File: config.mk
export PLATFORM = sky130hd
export DESIGN_NAME = mw_eeprom
export DESIGN_NICKNAME = d
export VERILOG_FILES = /design/src/rtl/mw_pkg.sv /design/src/rtl/mw_edge.sv /design/src/rtl/mw_wel.sv /design/src/rtl/mw_array.sv /design/src/rtl/mw_decode.sv /design/src/rtl/mw_eeprom.sv
export SDC_FILE = /design/constraint.sdc
export NUM_CORES = 2
export LEC_CHECK = 0
export ABC_AREA = 1
export BUFFER_PORTS_ARGS = -buffer_cell sky130_fd_sc_hd__buf_4
export CAP_MARGIN = 5
export CORE_MARGIN = 5
export CORE_UTILIZATION = 30
export CTS_BUF_LIST = sky130_fd_sc_hd__clkbuf_2
export CTS_CLUSTER_DIAMETER = 40
export DETAILED_ROUTE_END_ITERATION = 7
export HOLD_SLACK_MARGIN = 0.02
export MAX_ROUTING_LAYER = met4
export PLACE_DENSITY = 0.44
export SETUP_SLACK_MARGIN = 0.05
export SLEW_MARGIN = 30
export SYNTH_ARGS = -nofsm -noshare
export SYNTH_HDL_FRONTEND = slang
export SYNTH_HIERARCHICAL = 1
export SYNTH_SLANG_ARGS = --single-unit
File: constraint.sdc
create_clock -name clk -period 3.2 [get_ports clk]
set_input_delay 0.16 -clock clk [delete_from_list [all_inputs] [get_ports clk]]
set_output_delay 0.16 -clock clk [all_outputs]
set_load 0.02 [all_outputs]
File: src/rtl/mw_pkg.sv
// Package mw_pkg
// Shared opcode codes and decoder states for the serial EEPROM model.
// Assumes nothing beyond a 2-bit opcode field and 2-bit control-select field.
package mw_pkg;

    localparam logic [1:0] OPC_CTRL  = 2'b00;
    localparam logic [1:0] OPC_WRITE = 2'b01;
    localparam logic [1:0] OPC_READ  = 2'b10;
    localparam logic [1:0] OPC_ERASE = 2'b11;

    localparam logic [1:0] CTL_LOCK   = 2'b00;
    localparam logic [1:0] CTL_FILL   = 2'b01;
    localparam logic [1:0] CTL_WIPE   = 2'b10;
    localparam logic [1:0] CTL_UNLOCK = 2'b11;

    typedef enum logic [2:0] {
        ST_IDLE = 3'd0,
        ST_OPC  = 3'd1,
        ST_ADR  = 3'd2,
        ST_DAT  = 3'd3,
        ST_RD   = 3'd4,
        ST_END  = 3'd5
    } dec_state_t;

endpackage

File: src/rtl/mw_edge.sv
// Module mw_edge
// Detects rising edges of the serial clock in the system clock domain.
// Assumes sck is already synchronous to clk and each level lasts >= 1 cycle.
module mw_edge (
    input  logic clk,
    input  logic rst_n,
    input  logic sck,
    output logic rise
);

    logic sck_q;

    // Remember the serial clock level from the previous system cycle.
    always_ff @(posedge clk) begin
        if (!rst_n) begin
            sck_q <= 1'b0;
        end else begin
            sck_q <= sck;
        end
    end

    // A rise is a high level now that was low one cycle ago.
    always_comb begin
        rise = sck & ~sck_q;
    end

endmodule

File: src/rtl/mw_wel.sv
// Module mw_wel
// Write-enable latch gating every programming command.
// Assumes set and clear are never requested in the same cycle.
module mw_wel (
    input  logic clk,
    input  logic rst_n,
    input  logic set_en,
    input  logic clr_en,
    output logic wen
);

    // Hold programming permission; reset leaves programming locked.
    always_ff @(posedge clk) begin
        if (!rst_n) begin
            wen <= 1'b0;
        end else if (set_en) begin
            wen <= 1'b1;
        end else if (clr_en) begin
            wen <= 1'b0;
        end
    end

endmodule

File: src/rtl/mw_array.sv
// Module mw_array
// Word storage with one single-word write port, an all-words write port and
// one combinational read port. Reset fills every word with ones (erased).
// Assumes at most one of we_one/we_all is asserted in a cycle.
module mw_array #(
    parameter int ADDR_W = 6,
    parameter int WORD_W = 16
) (
    input  logic              clk,
    input  logic              rst_n,
    input  logic              we_one,
    input  logic              we_all,
    input  logic [ADDR_W-1:0] addr,
    input  logic [WORD_W-1:0] wdata,
    output logic [WORD_W-1:0] rdata
);

    localparam int DEPTH = 1 << ADDR_W;

    logic [WORD_W-1:0] mem [DEPTH];

    // Update stored words: reset erases all, then single or broadcast writes.
    always_ff @(posedge clk) begin
        for (int i = 0; i < DEPTH; i++) begin
            if (!rst_n) begin
                mem[i] <= '1;
            end else if (we_all || (we_one && (addr == ADDR_W'(i)))) begin
                mem[i] <= wdata;
            end
        end
    end

    // Return the addressed word without delay.
    always_comb begin
        rdata = mem[addr];
    end

endmodule

File: src/rtl/mw_decode.sv
// Module mw_decode
// Serial command decoder: start bit, opcode, address and data capture,
// read-data shifting, and generation of write and latch requests.
// Assumes rise marks one system cycle per serial-clock rising edge and that
// ADDR_W is at least 2 and no larger than WORD_W.
module mw_decode
    import mw_pkg::*;
#(
    parameter int ADDR_W = 6,
    parameter int WORD_W = 16
) (
    input  logic              clk,
    input  logic              rst_n,
    input  logic              cs,
    input  logic              di,
    input  logic              rise,
    input  logic              wen,
    input  logic [WORD_W-1:0] rdata,
    output logic [ADDR_W-1:0] maddr,
    output logic [WORD_W-1:0] wdata,
    output logic              we_one,
    output logic              we_all,
    output logic              lock_set,
    output logic              lock_clr,
    output logic              dout
);

    localparam int CNT_W = $clog2(WORD_W + 1);
    localparam logic [CNT_W-1:0] ADR_LAST = CNT_W'(ADDR_W - 1);
    localparam logic [CNT_W-1:0] DAT_LAST = CNT_W'(WORD_W - 1);
    localparam logic [CNT_W-1:0] OPC_LAST = CNT_W'(1);

    dec_state_t        st;
    logic [CNT_W-1:0]  cnt;
    logic [1:0]        opc;
    logic [ADDR_W-1:0] adr;
    logic [WORD_W-1:0] dat;
    logic [WORD_W-1:0] rsh;
    logic              dout_q;

    logic              step;
    logic [ADDR_W-1:0] adr_n;
    logic [WORD_W-1:0] dat_n;
    logic [1:0]        ctl_n;
    logic              adr_done;
    logic              dat_done;

    // Next-bit views of the shift registers and end-of-field strobes.
    always_comb begin
        step     = rise & cs;
        adr_n    = {adr[ADDR_W-2:0], di};
        dat_n    = {dat[WORD_W-2:0], di};
        ctl_n    = adr_n[ADDR_W-1:ADDR_W-2];
        adr_done = step && (st == ST_ADR) && (cnt == ADR_LAST);
        dat_done = step && (st == ST_DAT) && (cnt == DAT_LAST);
    end

    // Pick the array address: held address during data, incoming otherwise.
    always_comb begin
        maddr = (st == ST_DAT) ? adr : adr_n;
    end

    // Build array write requests, gated by the write-enable latch.
    always_comb begin
        we_one = 1'b0;
        we_all = 1'b0;
        wdata  = '1;
        if (dat_done) begin
            wdata = dat_n;
            we_one = wen && (opc == OPC_WRITE);
            we_all = wen && (opc == OPC_CTRL);
        end else if (adr_done) begin
            we_one = wen && (opc == OPC_ERASE);
            we_all = wen && (opc == OPC_CTRL) && (ctl_n == CTL_WIPE);
        end
    end

    // Requests to open or close programming from control commands.
    always_comb begin
        lock_set = adr_done && (opc == OPC_CTRL) && (ctl_n == CTL_UNLOCK);
        lock_clr = adr_done && (opc == OPC_CTRL) && (ctl_n == CTL_LOCK);
    end

    // Command sequencer: advances one field bit per serial-clock rise.
    always_ff @(posedge clk) begin
        if (!rst_n) begin
            st     <= ST_IDLE;
            cnt    <= '0;
            opc    <= '0;
            adr    <= '0;
            dat    <= '0;
            rsh    <= '0;
            dout_q <= 1'b0;
        end else if (!cs) begin
            st     <= ST_IDLE;
            cnt    <= '0;
            dout_q <= 1'b0;
        end else if (rise) begin
            case (st)
                ST_IDLE: begin
                    if (di) begin
                        st  <= ST_OPC;
                        cnt <= '0;
                    end
                end
                ST_OPC: begin
                    opc <= {opc[0], di};
                    if (cnt == OPC_LAST) begin
                        st  <= ST_ADR;
                        cnt <= '0;
                    end else begin
                        cnt <= cnt + 1'b1;
                    end
                end
                ST_ADR: begin
                    adr <= adr_n;
                    if (cnt == ADR_LAST) begin
                        cnt <= '0;
                        case (opc)
                            OPC_READ: begin
                                rsh    <= rdata;
                                dout_q <= 1'b0;
                                st     <= ST_RD;
                            end
                            OPC_WRITE: st <= ST_DAT;
                            OPC_ERASE: st <= ST_END;
                            default: begin
                                st <= (ctl_n == CTL_FILL) ? ST_DAT : ST_END;
                            end
                        endcase
                    end else begin
                        cnt <= cnt + 1'b1;
                    end
                end
                ST_DAT: begin
                    dat <= dat_n;
                    if (cnt == DAT_LAST) begin
                        st  <= ST_END;
                        cnt <= '0;
                    end else begin
                        cnt <= cnt + 1'b1;
                    end
                end
                ST_RD: begin
                    dout_q <= rsh[WORD_W-1];
                    rsh    <= {rsh[WORD_W-2:0], 1'b0};
                    if (cnt == DAT_LAST) begin
                        st  <= ST_END;
                        cnt <= '0;
                    end else begin
                        cnt <= cnt + 1'b1;
                    end
                end
                default: begin
                    dout_q <= 1'b0;
                end
            endcase
        end
    end

    // Drive the serial output from its register.
    always_comb begin
        dout = dout_q;
    end

endmodule

File: src/rtl/mw_eeprom.sv
// Module mw_eeprom
// Top of the serial word EEPROM model: edge detection, decoder, write-enable
// latch and storage array. Assumes cs, sck and di are synchronous to clk.
module mw_eeprom #(
    parameter int ADDR_W = 6,
    parameter int WORD_W = 16
) (
    input  logic clk,
    input  logic rst_n,
    input  logic cs,
    input  logic sck,
    input  logic di,
    output logic dout
);

    logic              sck_rise;
    logic              wen_q;
    logic              we_one;
    logic              we_all;
    logic              lock_set;
    logic              lock_clr;
    logic [ADDR_W-1:0] maddr;
    logic [WORD_W-1:0] wdata;
    logic [WORD_W-1:0] rdata;

    mw_edge u_edge (
        .clk   (clk),
        .rst_n (rst_n),
        .sck   (sck),
        .rise  (sck_rise)
    );

    mw_wel u_wel (
        .clk    (clk),
        .rst_n  (rst_n),
        .set_en (lock_set),
        .clr_en (lock_clr),
        .wen    (wen_q)
    );

    mw_array #(
        .ADDR_W (ADDR_W),
        .WORD_W (WORD_W)
    ) u_array (
        .clk    (clk),
        .rst_n  (rst_n),
        .we_one (we_one),
        .we_all (we_all),
        .addr   (maddr),
        .wdata  (wdata),
        .rdata  (rdata)
    );

    mw_decode #(
        .ADDR_W (ADDR_W),
        .WORD_W (WORD_W)
    ) u_dec (
        .clk      (clk),
        .rst_n    (rst_n),
        .cs       (cs),
        .di       (di),
        .rise     (sck_rise),
        .wen      (wen_q),
        .rdata    (rdata),
        .maddr    (maddr),
        .wdata    (wdata),
        .we_one   (we_one),
        .we_all   (we_all),
        .lock_set (lock_set),
        .lock_clr (lock_clr),
        .dout     (dout)
    );

endmodule

# Word-level counts from Yosys, hierarchy flattened
# Memory sizes are Yosys's and may differ from the RTL's.
# Cells that the tools add are included.
# word_totals
out_inout_bits,1
elab_cells,599
ram_bits,1024
n_memories,1
ff_bits,50
# memory_table
name,depth,width,rd,rd_ports_with_merged_regs,write_ports,line_no,rtl
u_array.mem,64,16,1,0,64,mw_array.sv:20,logic [WORD_W-1:0] mem [DEPTH];
# op_classes
mux,283
addsub,1
n_bitwise,68
n_eq_ne,81
reduce_logical,156
# op_table
op,count
16-bit two-way mux,67
1-bit two-way mux,201
6-bit equality test (second input constant),32
6-bit by 5-bit equality test with 1-bit output (second input constant),16
1-bit logical AND,75
1-bit logical OR,64
1-bit bitwise OR,64
6-bit by 4-bit equality test with 1-bit output (second input constant),8
16-bit case mux with 2 select lines,1
6-bit by 3-bit equality test with 1-bit output (second input constant),4
5-bit two-way mux,4
5-bit case mux with 4 select lines,1
3-bit two-way mux,5
6-bit by 2-bit equality test with 1-bit output (second input constant),2
3-bit case mux with 4 select lines,1
3-bit AND reduction,4
3-bit case mux with 3 select lines,1
2-bit equality test (second input constant),4
3-bit by 2-bit equality test with 1-bit output (second input constant),2
6-bit by 1-bit equality test with 1-bit output (second input constant),1
6-bit zero test,1
6-bit two-way mux,1
2-bit inequality test (second input constant),3
6-bit AND reduction,1
20 further kinds,26

# Depth between registers and ports, before layout
# logic_depth
ltp_word,13
ltp_mapped,24
ltp_nobuf,20

# Modules after synthesis
# Netlist, hierarchy kept.
# modules_own_cells
mod,cells_each,n_inst,area_per_inst_um2
mw_array,5518,1,48517.8
mw_decode,388,1,2560.0
mw_wel,6,1,43.8
mw_edge,5,1,37.5

# Worst setup path after synthesis
# OpenSTA, ideal clock, no wires.
# synth_path
kind,reg2reg
start,reg u_dec.cnt[0]
end,"mem u_array.mem[56][0], enable pin"
path_stages_with_launch,14
setup_slack_ns,0.435
n_path_buf,1
t_arrival_ns,2.394
cell_sequence,dfxtp_1 -> ha_1 -> inv_1 -> nor3_1 -> ha_1 -> inv_1 -> nor2_4 -> nand2_1 -> a21oi_1 -> inv_1 -> nor2_2 -> buf_4 -> a21oi_1 -> nand2_1
# synth_lines
element,line_no,rtl
from (decl),mw_decode.sv:34,logic [CNT_W-1:0] cnt;
from (signal assigned),mw_decode.sv:112,cnt <= cnt + 1'b1;
from (signal assigned),mw_decode.sv:132,cnt <= cnt + 1'b1;
from (signal assigned),mw_decode.sv:141,cnt <= cnt + 1'b1;
to (decl),mw_array.sv:20,

==> out/metrics.yaml <==
run_status:
  status: "finished, final reports clean"
synth:
  avgSynthCellArea_um2: 8.65
  yosysWarningCount: 6
  synth-async-reset-ratio: 0
  syn_area_um2: 51200
  ys_seq_area_frac: 0.621
  synth_edf_count: 1024
  synthCells: 5917
  synth_flop_cell: "edfxtp_1"
  synthDistinctLibCells: 33
  syn-num-nets: 5926
  synth_seq_cells: 1074
route:
  dr.first_iter.drc_count: 3307
  wire_per_inst_um: 20.3
  vias: 40200
  dr.pass1.iters: 5
  drtAntennaViolNets: 0
  wirelength_mm: 175
  vias_per_cell: 4.66
  route.detailed.drc: 0
floorplanning:
  core_region_area_um2: 169000
  start_util: 0.302
  fp.dieH_um: 423
  rows: 151
  io_pins: 6
  die_w_um: 423
  dieArea_um2: 179000
worst_setup_path:
  cp.arrival_ps: 4500
  r2r_start: "u_dec/st[2]"
  rrSetupSlack_ps: 80
  worstRegToRegCells: 13
  worstSetupPathType: "register to register"
  crit_required_ps: 4590
  endpoint_kind: "register"
  start_kind: "register"
  worstReg2RegEnd: "u_array/mem[36][7]"
  critical_path_peak_fanout: 16
cts:
  clk_pin_slew_ps: 80
  numCtsBuffers: 322
  cts.sinks: 1074
  clk_latency_ps: 1720
  ctsLongestPathBuffers: 4
  cts_tree: "yes"
  htreeDepth: 5
  root_buffer: "clkbuf_2"
pwr:
  cellLeakagePower_nw: 24.7
  vdd_drop_max_uv: 314
  p_total_mw: 28.4
  powerDensity_nw_per_um2: 471
timing:
  period_needed_ps: 3120
  post-route-period-util: 0.974
  fmax_ghz: 0.321
  worstMarginPinSlew_ps: 1150
  fin_setup_tns_ps: 0
  hold_viol_final: 0
  fin_worst_skew_ps: 175
  setup_violations: 0
  slew_headroom: 0.235
  maxSlewViolCount: 0
  rsz0062_at_grt: "yes"
final_layout:
  nNetsFinal: 6218
  final_cell_mix: "nand2_1 (3844), edfxtp_1 (1024), clkbuf_2 (461), nor2_1 (205), buf_12 (180)"
  drive_gt1_frac: 0.157
  syn2layout_area_growth_pct: 17.9
  final_common_cell: "nand2_1"
  design_area_um2: 60300
placement:
  placed_cell_area_um2: 56800
  port_buffers: 5
  gp_congestion: 0.852
  dpl.hpwl_mm: 106
grt:
  grt-ovfl-total: 0
  track_usage: 0.194
  grt_max_degree: 69
  antenna_found_initial: 2
  grt_pass1_vias: 38900
  grt_pass1_wl_mm: 255
hold_path:
  min_to: "u_dec/dat[14]"
  hold_start: "u_dec/dat[14]"
  hp-class: "register to register"
  whs_path_depth: 2
run:
  cap_violations: 0
==> where the power goes <==
| group | internal, mW | switching (mW) |
|---|---|---|
| Clock | 3.79 | 6.09 |
| Sequential | 16.0 | 0.174 |
| Combinational | 0.766 | 1.58 |
==> what timing repair did <==
item,CTS,global route
hold buffers,18,1
pin swaps,2,5
gates resized for setup,15,64
cloned,2,12
buffers inserted,3,14
hold endpoints to repair,2098,1
endpoints found under the setup margin,1355,458
==> Yosys cell counts, types with 2 or more instances <==
master	n	area, µm²
a21oi_1	89	445
a21oi_2	2	17.5
buf_1	29	109
buf_2	132	661
buf_4	58	435
buf_6	10	113
clkbuf_1	166	623
dfxtp_1	50	1000
edfxtp_1	1024	30700
ha_1	4	50.1
inv_1	48	180
inv_2	30	113
inv_4	2	12.5
nand2_1	3853	14500
nand2_2	3	18.8
nand2_4	3	33.8
nand3_1	24	120
nand3_2	3	30.0
nor2_1	241	905
nor2_2	47	294
nor2_4	36	405
nor3_1	4	20.0
o21ai_0	42	210
o21ai_1	8	40.0
==> state kept, by name, summed over array words and instances (netlist names) <==
register and cells:
u_edge/sck_q 1, u_dec/rsh 16, u_dec/dout 1, u_dec/dat 15
u_dec/cnt 5, u_wel/wen 1, u_dec/adr 6, u_dec/opc 2
u_dec/st 3, u_array/mem 1024
==> layer usage <==
layer  global-route usage  part of all wire
met3               0.0321             0.054
met1                0.269              0.47
met4               0.0583             0.024
met5                    -                 0
met2                0.292              0.45
==> cell families after synthesis <==
logic type / count (synthesis) / share of synthesized area
xor+xnor: 1 / 0.000171
buf+inv: 477 / 0.0444
compound gates: 145 / 0.0147
flops: 1074 / 0.621
fa+ha+maj: 4 / 0.000978
simple gates: 4216 / 0.319
==> through the flow <==
step	worst slack [ps]	utilization	std cells	hold slack, ps
6_report	83.8	0.356	8634	463
5_1_grt	-1.07	0.356	8634	317
4_1_cts	38.6	0.352	8601	31.3
3_5_place_dp	-29.0	0.335	8054	359
3_3_place_gp	-126	0.335	8054	354
2_1_floorplan	435	-	5917	253
==> worst max-delay path: stages, from the launching register on <==
cell	delay [ps]
dfxtp_2	360
inv_4	40
nand3_4	70
inv_4	60
o21ai_4	290
buf_6	160
buf_12	160
clkbuf_16	200
nor2_1	60
inv_2	130
nor2_2	60
a21oi_1	720
nand2_1	210
buf_12	230
==> final cells by class <==
| type | instances | area [µm²] |
|---|---|---|
| fillers | 17600 | 109000 |
| flip-flops and latches | 1074 | 31800 |
| multi-input cells | 4366 | 17300 |
| repair buffers | 362 | 5480 |
| well taps | 2218 | 2780 |
| clock buffers | 461 | 2310 |
| inverters | 81 | 374 |
| clock inverters | 63 | 248 |
| repair inverters | 2 | 17.5 |
| diodes | 7 | 17.5 |
==> worst max-delay path by stage <==
stage | startpoint | endpoint | slack, ps | depth (start not counted)
floorplan | u_dec/cnt[0] | u_array/mem[56][0] | 430 | 13
global placement | u_dec/st[2] | u_array/mem[34][8] | -130 | 13
detailed placement | u_dec/cnt[1] | u_array/mem[22][6] | -30 | 16
CTS | u_dec/st[2] | u_dec/rsh[1] | 40 | 22
global route | u_dec/st[2] | u_dec/rsh[7] | -1 | 22
finish | u_dec/st[2] | u_array/mem[36][7] | 80 | 13
No activity file was read; power rests on OpenSTA's default activity.
